## src/rtl/ext_arb_pkg.sv

```systemverilog
package ext_arb_pkg;

    typedef enum logic [1:0] {
        ARB_IDLE    = 2'd0,
        ARB_FLOAT   = 2'd1,
        ARB_GRANTED = 2'd2,
        ARB_RETURN  = 2'd3
    } arb_state_e;

    typedef struct packed {
        arb_state_e st;
        logic       gnt;
        logic       drv_en;
    } arb_regs_t;

endpackage

```

## src/rtl/ext_req_sync.sv

```systemverilog
module ext_req_sync #(
    parameter int STAGES = 2
) (
    input  logic clk_i,
    input  logic rst_ni,
    input  logic async_i,
    output logic sync_o
);
    logic [STAGES-1:0] sh_d, sh_q;

    generate
        if (STAGES == 1) begin : g_single
            always_comb sh_d = async_i;
        end else begin : g_chain
            always_comb sh_d = {sh_q[STAGES-2:0], async_i};
        end
    endgenerate

    always_ff @(posedge clk_i or negedge rst_ni) begin
        if (!rst_ni) sh_q <= '0;
        else         sh_q <= sh_d;
    end

    assign sync_o = sh_q[STAGES-1];
endmodule

```

## src/rtl/ext_grant_fsm.sv

```systemverilog
module ext_grant_fsm
    import ext_arb_pkg::*;
(
    input  logic clk_i,
    input  logic rst_ni,
    input  logic req_sync_i,
    input  logic int_pend_i,
    input  logic excl_i,
    output logic gnt_o,
    output logic drv_en_o
);
    arb_regs_t r_d, r_q;

    always_comb begin
        r_d = r_q;
        case (r_q.st)
            ARB_IDLE: begin
                if (req_sync_i && !int_pend_i && !excl_i) r_d.st = ARB_FLOAT;
            end
            ARB_FLOAT: begin
                // drivers are off this cycle; grant only if still clear
                if (req_sync_i && !int_pend_i && !excl_i) r_d.st = ARB_GRANTED;
                else                                      r_d.st = ARB_IDLE;
            end
            ARB_GRANTED: begin
                // never revoked by internal traffic
                if (!req_sync_i) r_d.st = ARB_RETURN;
            end
            default: begin
                r_d.st = ARB_IDLE;
            end
        endcase
        r_d.gnt    = (r_d.st == ARB_GRANTED);
        r_d.drv_en = (r_d.st == ARB_IDLE);
    end

    always_ff @(posedge clk_i or negedge rst_ni) begin
        if (!rst_ni) begin
            r_q.st     <= ARB_IDLE;
            r_q.gnt    <= 1'b0;
            r_q.drv_en <= 1'b1;
        end else begin
            r_q <= r_d;
        end
    end

    assign gnt_o    = r_q.gnt;
    assign drv_en_o = r_q.drv_en;
endmodule

```

## src/rtl/ext_access_gate.sv

```systemverilog
module ext_access_gate (
    input  logic core_req_i,
    input  logic dma_req_i,
    input  logic bus_away_i,
    output logic core_stall_o,
    output logic holdoff_o
);
    assign core_stall_o = core_req_i & bus_away_i;
    assign holdoff_o    = (core_req_i | dma_req_i) & bus_away_i;
endmodule

```

## src/rtl/ext_bus_arbiter.sv

```systemverilog
module ext_bus_arbiter #(
    parameter int SYNC_STAGES = 2
) (
    input  logic clk_i,
    input  logic rst_ni,
    input  logic ext_req_i,
    input  logic core_req_i,
    input  logic dma_req_i,
    input  logic pair_lock_i,
    input  logic excl_mode_i,
    output logic ext_gnt_o,
    output logic drv_en_o,
    output logic gnt_holdoff_o,
    output logic core_stall_o
);
    logic req_sync;
    logic int_pend;

    assign int_pend = core_req_i | dma_req_i | pair_lock_i;

    ext_req_sync #(.STAGES(SYNC_STAGES)) i_sync (
        .clk_i   (clk_i),
        .rst_ni  (rst_ni),
        .async_i (ext_req_i),
        .sync_o  (req_sync)
    );

    ext_grant_fsm i_fsm (
        .clk_i      (clk_i),
        .rst_ni     (rst_ni),
        .req_sync_i (req_sync),
        .int_pend_i (int_pend),
        .excl_i     (excl_mode_i),
        .gnt_o      (ext_gnt_o),
        .drv_en_o   (drv_en_o)
    );

    ext_access_gate i_gate (
        .core_req_i   (core_req_i),
        .dma_req_i    (dma_req_i),
        .bus_away_i   (!drv_en_o),
        .core_stall_o (core_stall_o),
        .holdoff_o    (gnt_holdoff_o)
    );
endmodule

```

## config.mk

```make
export PLATFORM = sky130hd
export DESIGN_NAME = ext_bus_arbiter
export DESIGN_NICKNAME = d
export VERILOG_FILES = /design/src/rtl/ext_arb_pkg.sv /design/src/rtl/ext_req_sync.sv /design/src/rtl/ext_grant_fsm.sv /design/src/rtl/ext_access_gate.sv /design/src/rtl/ext_bus_arbiter.sv
export SDC_FILE = /design/constraint.sdc
export NUM_CORES = 1
export LEC_CHECK = 0
export BUFFER_PORTS_ARGS = -buffer_cell sky130_fd_sc_hd__buf_2
export CAP_MARGIN = 15
export CORE_AREA = 10 10 47 49
export CTS_BUF_LIST = sky130_fd_sc_hd__clkbuf_16
export DETAILED_ROUTE_END_ITERATION = 8
export DIE_AREA = 0 0 57 59
export PLACE_DENSITY = 0.43
export SYNTH_ARGS = -nofsm -noshare
export SYNTH_HDL_FRONTEND = slang
export SYNTH_SLANG_ARGS = --single-unit
export TNS_END_PERCENT = 50
```

## constraint.sdc

```tcl
create_clock -name clk_i -period 2.5 [get_ports clk_i]
set_input_delay 0 -clock clk_i [delete_from_list [all_inputs] [get_ports clk_i]]
set_output_delay 0 -clock clk_i [all_outputs]
set_load 0.03 [all_outputs]
```

==> results.md, run 1 <==
- Outcome: finished, final reports clean
- Post-synthesis sequential area ratio: 0.630
- Post-CTS sizing: 0
- CTS root buf: clkbuf_16
- Critical Path Stages: 2
- Cell area power density: 955 nW/um2
- Fill count: 154
- DRT iter0 DRCs: 3
- LEAKAGE: 0.194 nW
- Pwr Total: 0.391 mW
- Worst path cell trace: or4b_1 -> o22ai_1
- Die H: 59 um
- Fin crit period: 1140 ps
- Worst skew pair latency: 230 ps
- Initial antenna violation count: 0
- Max stage delay on crit path: 500 ps
- Setup slack, reg-to-reg: 1360 ps
- Row count: 14
- Htree depth: 1
- Fmax: 0.878 GHz
- Clk buf depth: 2
- Layout cells sized above 1: 0.400
- CP Launch Point: i_fsm.r_q[2]
- Crit start category: flop
- RSZ-0062 raised after global routing: no
- Detailed-route via count: 202
- Maxcap violations: 0
- Worst R2R Start: i_fsm.r_q[2]
- Via density: 3.96
- Initial core utilization: 0.171
- First-pass GRT wire length: 903 um
- WP data required: 2640 ps
- Area growth syn-to-layout: 70.3%
- DP HPWL: 449 um
- Worst slew pin tran: 255 ps
- Sink Count: 6
- NumNets Final: 43
- Die area: 3360 um2
- GRT overflow: 0
- Tcrit/Tclk final: 0.456
- Core area: 1400 um2
- Finished Core Util: 0.292
- Syn Area/Cell: 12.6 um2
- Die Wd: 57 um
- DRC errors left: 0
- Routed Antenna Nets: 0
- Clock Skew: 0.408 ps
- PortBufs: 10
- Initial DRT Pass Iterations: 3
- Crit. End Element: flop
- Pin count of the biggest net entering global routing: 7
- Final Max Slew Viols: 0
- CP Class: reg2reg
- Worst R2R Path Depth: 2
- Worst setup path endpoint: i_fsm.r_q[2]
- Number of global-route vias before repair: 209
- RR Endpoint: i_fsm.r_q[2]
- Synth cell types: 14
- IO Pins: 11
- Layout Cells excl Fill: 51
- Syn Std Cell Area: 240 um2
- Placed cells: 45
- GRT Overall Usage: 0.0364
- CTS Buf Count: 3
- Top cells by area, synth: dfrtp_1 (52%), dfstp_2 (11%), nand4bb_1 (4.7%)
- ANT cells: 0
- Clock-pin slew of the registers on the worst-case setup and hold paths: 30 ps
- CP max stage cell: or4b_1
- Buf+Inv Stages, Crit Path: 0
- Final Setup Violations: 0
- Routability cong.: 0.736
- Syn Nets: 26
- Area share of the largest cell type after synthesis: 0.521
- VDD IR max: 0.440 mV
- WL/cell: 11.0 um
- Final wirelength: 561 um
- CP arrival: 1280 ps
- TritonCTS clock tree: done
- Synth Instances: 19
- Worst hold path class: in2reg
- Fin. Hold Viols: 0
- Yosys warning count: 0
- Crit-path max FO: 4
- Largest area contributor in the netlist: dfrtp_1
- Yosys reg bits: 6
- Setup TNS: 0 ps
- CP delay by family, top: simple AND/OR/NAND/NOR gates
- Slew HR: 0.828
[worst min path at each step]
stage                                end  slack [ps]  cells past startpoint   startpoint
after floorplan              i_fsm.gnt_o        -300                      0       rst_ni
after global placement      i_fsm.r_q[3]        -170                      1       rst_ni
after detailed placement  i_sync.sh_q[0]        -170                      1       rst_ni
after CTS                 i_fsm.drv_en_o          70                      3    dma_req_i
after global routing        i_fsm.r_q[2]         110                      3  excl_mode_i
final                     i_fsm.drv_en_o          60                      3    dma_req_i
[sequential cells by signal, indices dropped and copies added (netlist names)]
signal          flops
i_fsm.drv_en_o      1
i_fsm.gnt_o         1
i_fsm.r_q           2
i_sync.sh_q         2
[what timing repair did]
action / CTS / global route
setup buffers: 0 / 0
hold buffers: 2 / 0
hold endpoints to repair: 7 / 0
[synthesized netlist by cell type, drive strengths merged]
cell type	n
nor4b	1
a21oi	1
or4b	1
or3	1
nor2	2
dfrtp	5
nor2b	1
o2bb2ai	1
o22ai	1
and2b	1
dfstp	1
nand2b	1
nand4bb	1
o21ai	1
[worst reg2reg max path: cells and delay by family (launching register included)]
| kind | cells | cell delay, ps |
|---|---|---|
| compound gates | 1 | 170 |
| simple gates | 1 | 500 |
| flops | 1 | 380 |
[power by group]
| part | internal [mW] | switching [mW] |
|---|---|---|
| Combinational | 0.0117 | 0.0135 |
| Clock | 0.207 | 0.0527 |
| Sequential | 0.103 | 0.00294 |
| Total | 0.322 | 0.0691 |
[metal layers]
layer,vias up,routed length [um],GRT usage
li1,102,-,-
met1,93,250,0.0346
met2,7,271,0.0512
met3,0,39,0.0279
met4,0,0,0.0302
met5,-,0,0
[metrics by stage]
stage	area (um2)	hold slack, ps	setup slack, ps
final	409	60.6	1360
after global routing	409	112	1300
after CTS	409	69.1	1340
after detailed placement	310	-170	1360
after global placement	310	-175	1390
after floorplan	240	-296	1410
[logic make-up after synthesis]
group | Yosys count | synth area share
and+or+nand+nor | 9 | 0.266
DFF | 6 | 0.630
AOI/OAI and AO/OA | 4 | 0.104
[layout by cell type, fill, tap and decap left out, types with 2 or more instances in the layout]
master	Yosys	layout
clkbuf_16	0	3
dfrtp_1	5	5
nor2_1	2	2
dlygate4sd3_1	0	2
buf_2	0	10
[final cells by class]
| type | count | area, um2 | share of cell area |
|---|---|---|---|
| Tap cell | 16 | 20.0 | 0.0489 |
| Timing Repair Buffer | 12 | 70.1 | 0.171 |
| Clock buffer | 3 | 75.1 | 0.183 |
| Clock inverter | 1 | 3.75 | 0.00917 |
| Multi-Input combinational cell | 13 | 88.8 | 0.217 |
| Sequential cell | 6 | 151 | 0.370 |
Note: power is estimated with default switching activity, not from simulation.
==> inputs of run 2 (changes only) <==
PLACE_DENSITY = 0.44   (was 0.43)
clock period = 1 ns   (was 2.5 ns; I/O delays follow)
==> results.md, run 2 (synthesis gave the netlist of run 1 again) <==
- GRT Overall Usage: 0.0429 (was 0.0364)
- Area growth syn-to-layout: 84.4% (was 70.3%)
- Routed Antenna Nets: 0 (unchanged)
- Fin crit period: 1100 ps (was 1140 ps)
- Crit-path max FO: 2 (was 4)
- CTS root buf: clkbuf_16 (unchanged)
- ANT cells: 0 (unchanged)
- Outcome: complete, but fails checks (was finished, final reports clean)
- Worst hold path class: in2reg (unchanged)
- Detailed-route via count: 225 (was 202)
- Crit. End Element: flop (unchanged)
- Violated checks: negative setup slack
- Met2 Use GR: 0.0496 (was 0.0512)
- Clock Skew: 0.125 ps (was 0.408 ps)
- CP arrival: 1250 ps (was 1280 ps)
- Row count: 14 (unchanged)
- VDD IR max: 1.31 mV (was 0.440 mV)
- Slew HR: 0.844 (was 0.828)
- Initial DRT Pass Iterations: 4 (was 3)
- Initial antenna violation count: 0 (unchanged)
- Worst path cell trace: or4b_1 -> o22ai_1 (unchanged)
- Crit start category: flop (unchanged)
- Crit path setup slack, layout: -104 ps (was 1360 ps)
- Final wirelength: 680 um (was 561 um)
- Layout cells sized above 1: 0.500 (was 0.400)
- NumNets Final: 46 (was 43)
- Worst hold stages: 3 (unchanged)
- WHS Endpoint: i_fsm.drv_en_o (unchanged)
- Die H: 59 um (unchanged)
- IO Pins: 11 (unchanged)
- GRT overflow: 0 (unchanged)
- RR Endpoint: i_fsm.r_q[2] (unchanged)
- Tcrit/Tclk final: 1.10 (was 0.456)
- Pwr Total: 0.994 mW (was 0.391 mW)
- Die Wd: 57 um (unchanged)
- DRC errors left: 0 (unchanged)
- Final Max Slew Viols: 0 (unchanged)
- Most frequent cells in the layout: buf_2 (9), dfrtp_1 (5), buf_4 (4) (was buf_2 (10), dfrtp_1 (5), clkbuf_16 (3))
- RSZ-0062 raised after global routing: yes (was no)
- Worst R2R Start: i_fsm.r_q[2] (unchanged)
- Die area: 3360 um2 (unchanged)
- CP delay by family, top: simple AND/OR/NAND/NOR gates (unchanged)
- DRT iter0 DRCs: 2 (was 3)
- Clock-pin slew of the registers on the worst-case setup and hold paths: 30 ps (about the same)
- WL/cell: 12.6 um (was 11.0 um)
- Core area: 1400 um2 (unchanged)
- Commonest non-fill, non-tap cell in the layout: buf_2 (unchanged)
- WP data required: 1140 ps (was 2640 ps)
- Post-CTS setup buffers: 0 (unchanged)
- Fmax: 0.906 GHz (was 0.878 GHz)
- Cell area power density: 2240 nW/um2 (was 955 nW/um2)
- Placed cells: 48 (was 45)
- CTS Buf Count: 3 (unchanged)
- First-pass GRT wire length: 1030 um (was 903 um)
- Maxcap violations: 0 (unchanged)
- Routability cong.: 0.660 (was 0.736)
- CP Class: reg2reg (unchanged)
- PortBufs: 10 (unchanged)
- Worst skew pair latency: 230 ps (about the same)
- Setup slack, reg-to-reg: -100 ps (was 1360 ps)
- Regs by FF count: i_fsm.r_q (2), i_sync.sh_q (2) (unchanged)
- Number of global-route vias before repair: 225 (was 209)
- Fin. Hold Viols: 0 (unchanged)
- Met3 Use GR: 0.0408 (was 0.0279)
- Via density: 4.17 (was 3.96)
- Initial core utilization: 0.171 (unchanged)
- Worst slew pin tran: 234 ps (was 255 ps)
- Worst R2R Path Depth: 2 (unchanged)
- GR Util met1: 0.0430 (was 0.0346)
- Hold_sp: dma_req_i (unchanged)
- CP max stage cell: or4b_1 (unchanged)
- Max stage delay on crit path: 490 ps (was 500 ps)
- TritonCTS clock tree: done (unchanged)
- Layout Cells excl Fill: 54 (was 51)
- LEAKAGE: 0.211 nW (was 0.194 nW)
- Clk buf depth: 2 (unchanged)
- Grt peak-use layer: met2 (unchanged)
- Htree depth: 1 (unchanged)
- Final Setup Violations: 2 (was 0)
- Pin count of the biggest net entering global routing: 7 (unchanged)
- Sink Count: 6 (unchanged)
- Buf+Inv Stages, Crit Path: 0 (unchanged)
[run 2: power by group]
group / switching, mW / leakage (nW) / internal (mW)
logic: 0.0411 / 0.0928 / 0.0382
registers: 0.00520 / 0.0754 / 0.257
clock network: 0.134 / 0.0423 / 0.518
total: 0.181 / 0.211 / 0.813
[run 2: tightest hold or removal path, delay by kind of cell]
kind,cells,cell delay [ps]
AOI/OAI and AO/OA,1,130
buffers and inverters,1,80
and+or+nand+nor,1,50
[run 2: routing by layer]
layer,share of wire,vias to the layer above,routed length (um)
met2,0.45,12,304
li1,-,109,-
met4,0.029,0,20
met3,0.13,4,88
met5,0,-,0
met1,0.39,100,267
[run 2: final cells by class]
cell class              count  area, um2
clock buffers               3       75.1
multi-input cells          13       97.6
clock inverters             1       3.75
flip-flops and latches      6        151
fillers                   157        958
repair buffers             15       95.1
well taps                  16       20.0
[run 2: how the worst max path moves through the flow]
| stage | start | endpoint | slack (ps) | depth (start not counted) |
|---|---|---|---|---|
| after global routing | i_fsm.r_q[2] | i_fsm.r_q[2] | -150 | 2 |
| after global placement | i_fsm.r_q[2] | i_fsm.r_q[2] | -70 | 2 |
| final | i_fsm.r_q[2] | i_fsm.r_q[2] | -100 | 2 |
| after detailed placement | i_fsm.r_q[2] | i_fsm.r_q[2] | -100 | 2 |
| after CTS | i_fsm.r_q[2] | i_fsm.r_q[2] | -110 | 2 |
| after floorplan | i_fsm.r_q[2] | i_fsm.r_q[2] | -70 | 2 |
[run 2: timing repair]
| action | 4_1_cts | 5_1_grt |
|---|---|---|
| hold endpoints to repair | 7 | 0 |
| hold buffers | 2 | 0 |
| endpoints found under the setup margin | 2 | 5 |
| resized for setup | 0 | 4 |
[run 2: metrics by stage]
step | TNS, ps | util | hold WS (ps) | worst slack [ps] | cell area [um2]
2_1_floorplan | -70.9 | - | -296 | -70.9 | 240
3_3_place_gp | -74.3 | 0.238 | -174 | -74.3 | 333
3_5_place_dp | -102 | 0.238 | -171 | -102 | 333
4_1_cts | -122 | 0.308 | 69.3 | -109 | 432
5_1_grt | -249 | 0.316 | 100 | -148 | 443
6_report | -135 | 0.316 | 79.4 | -104 | 443
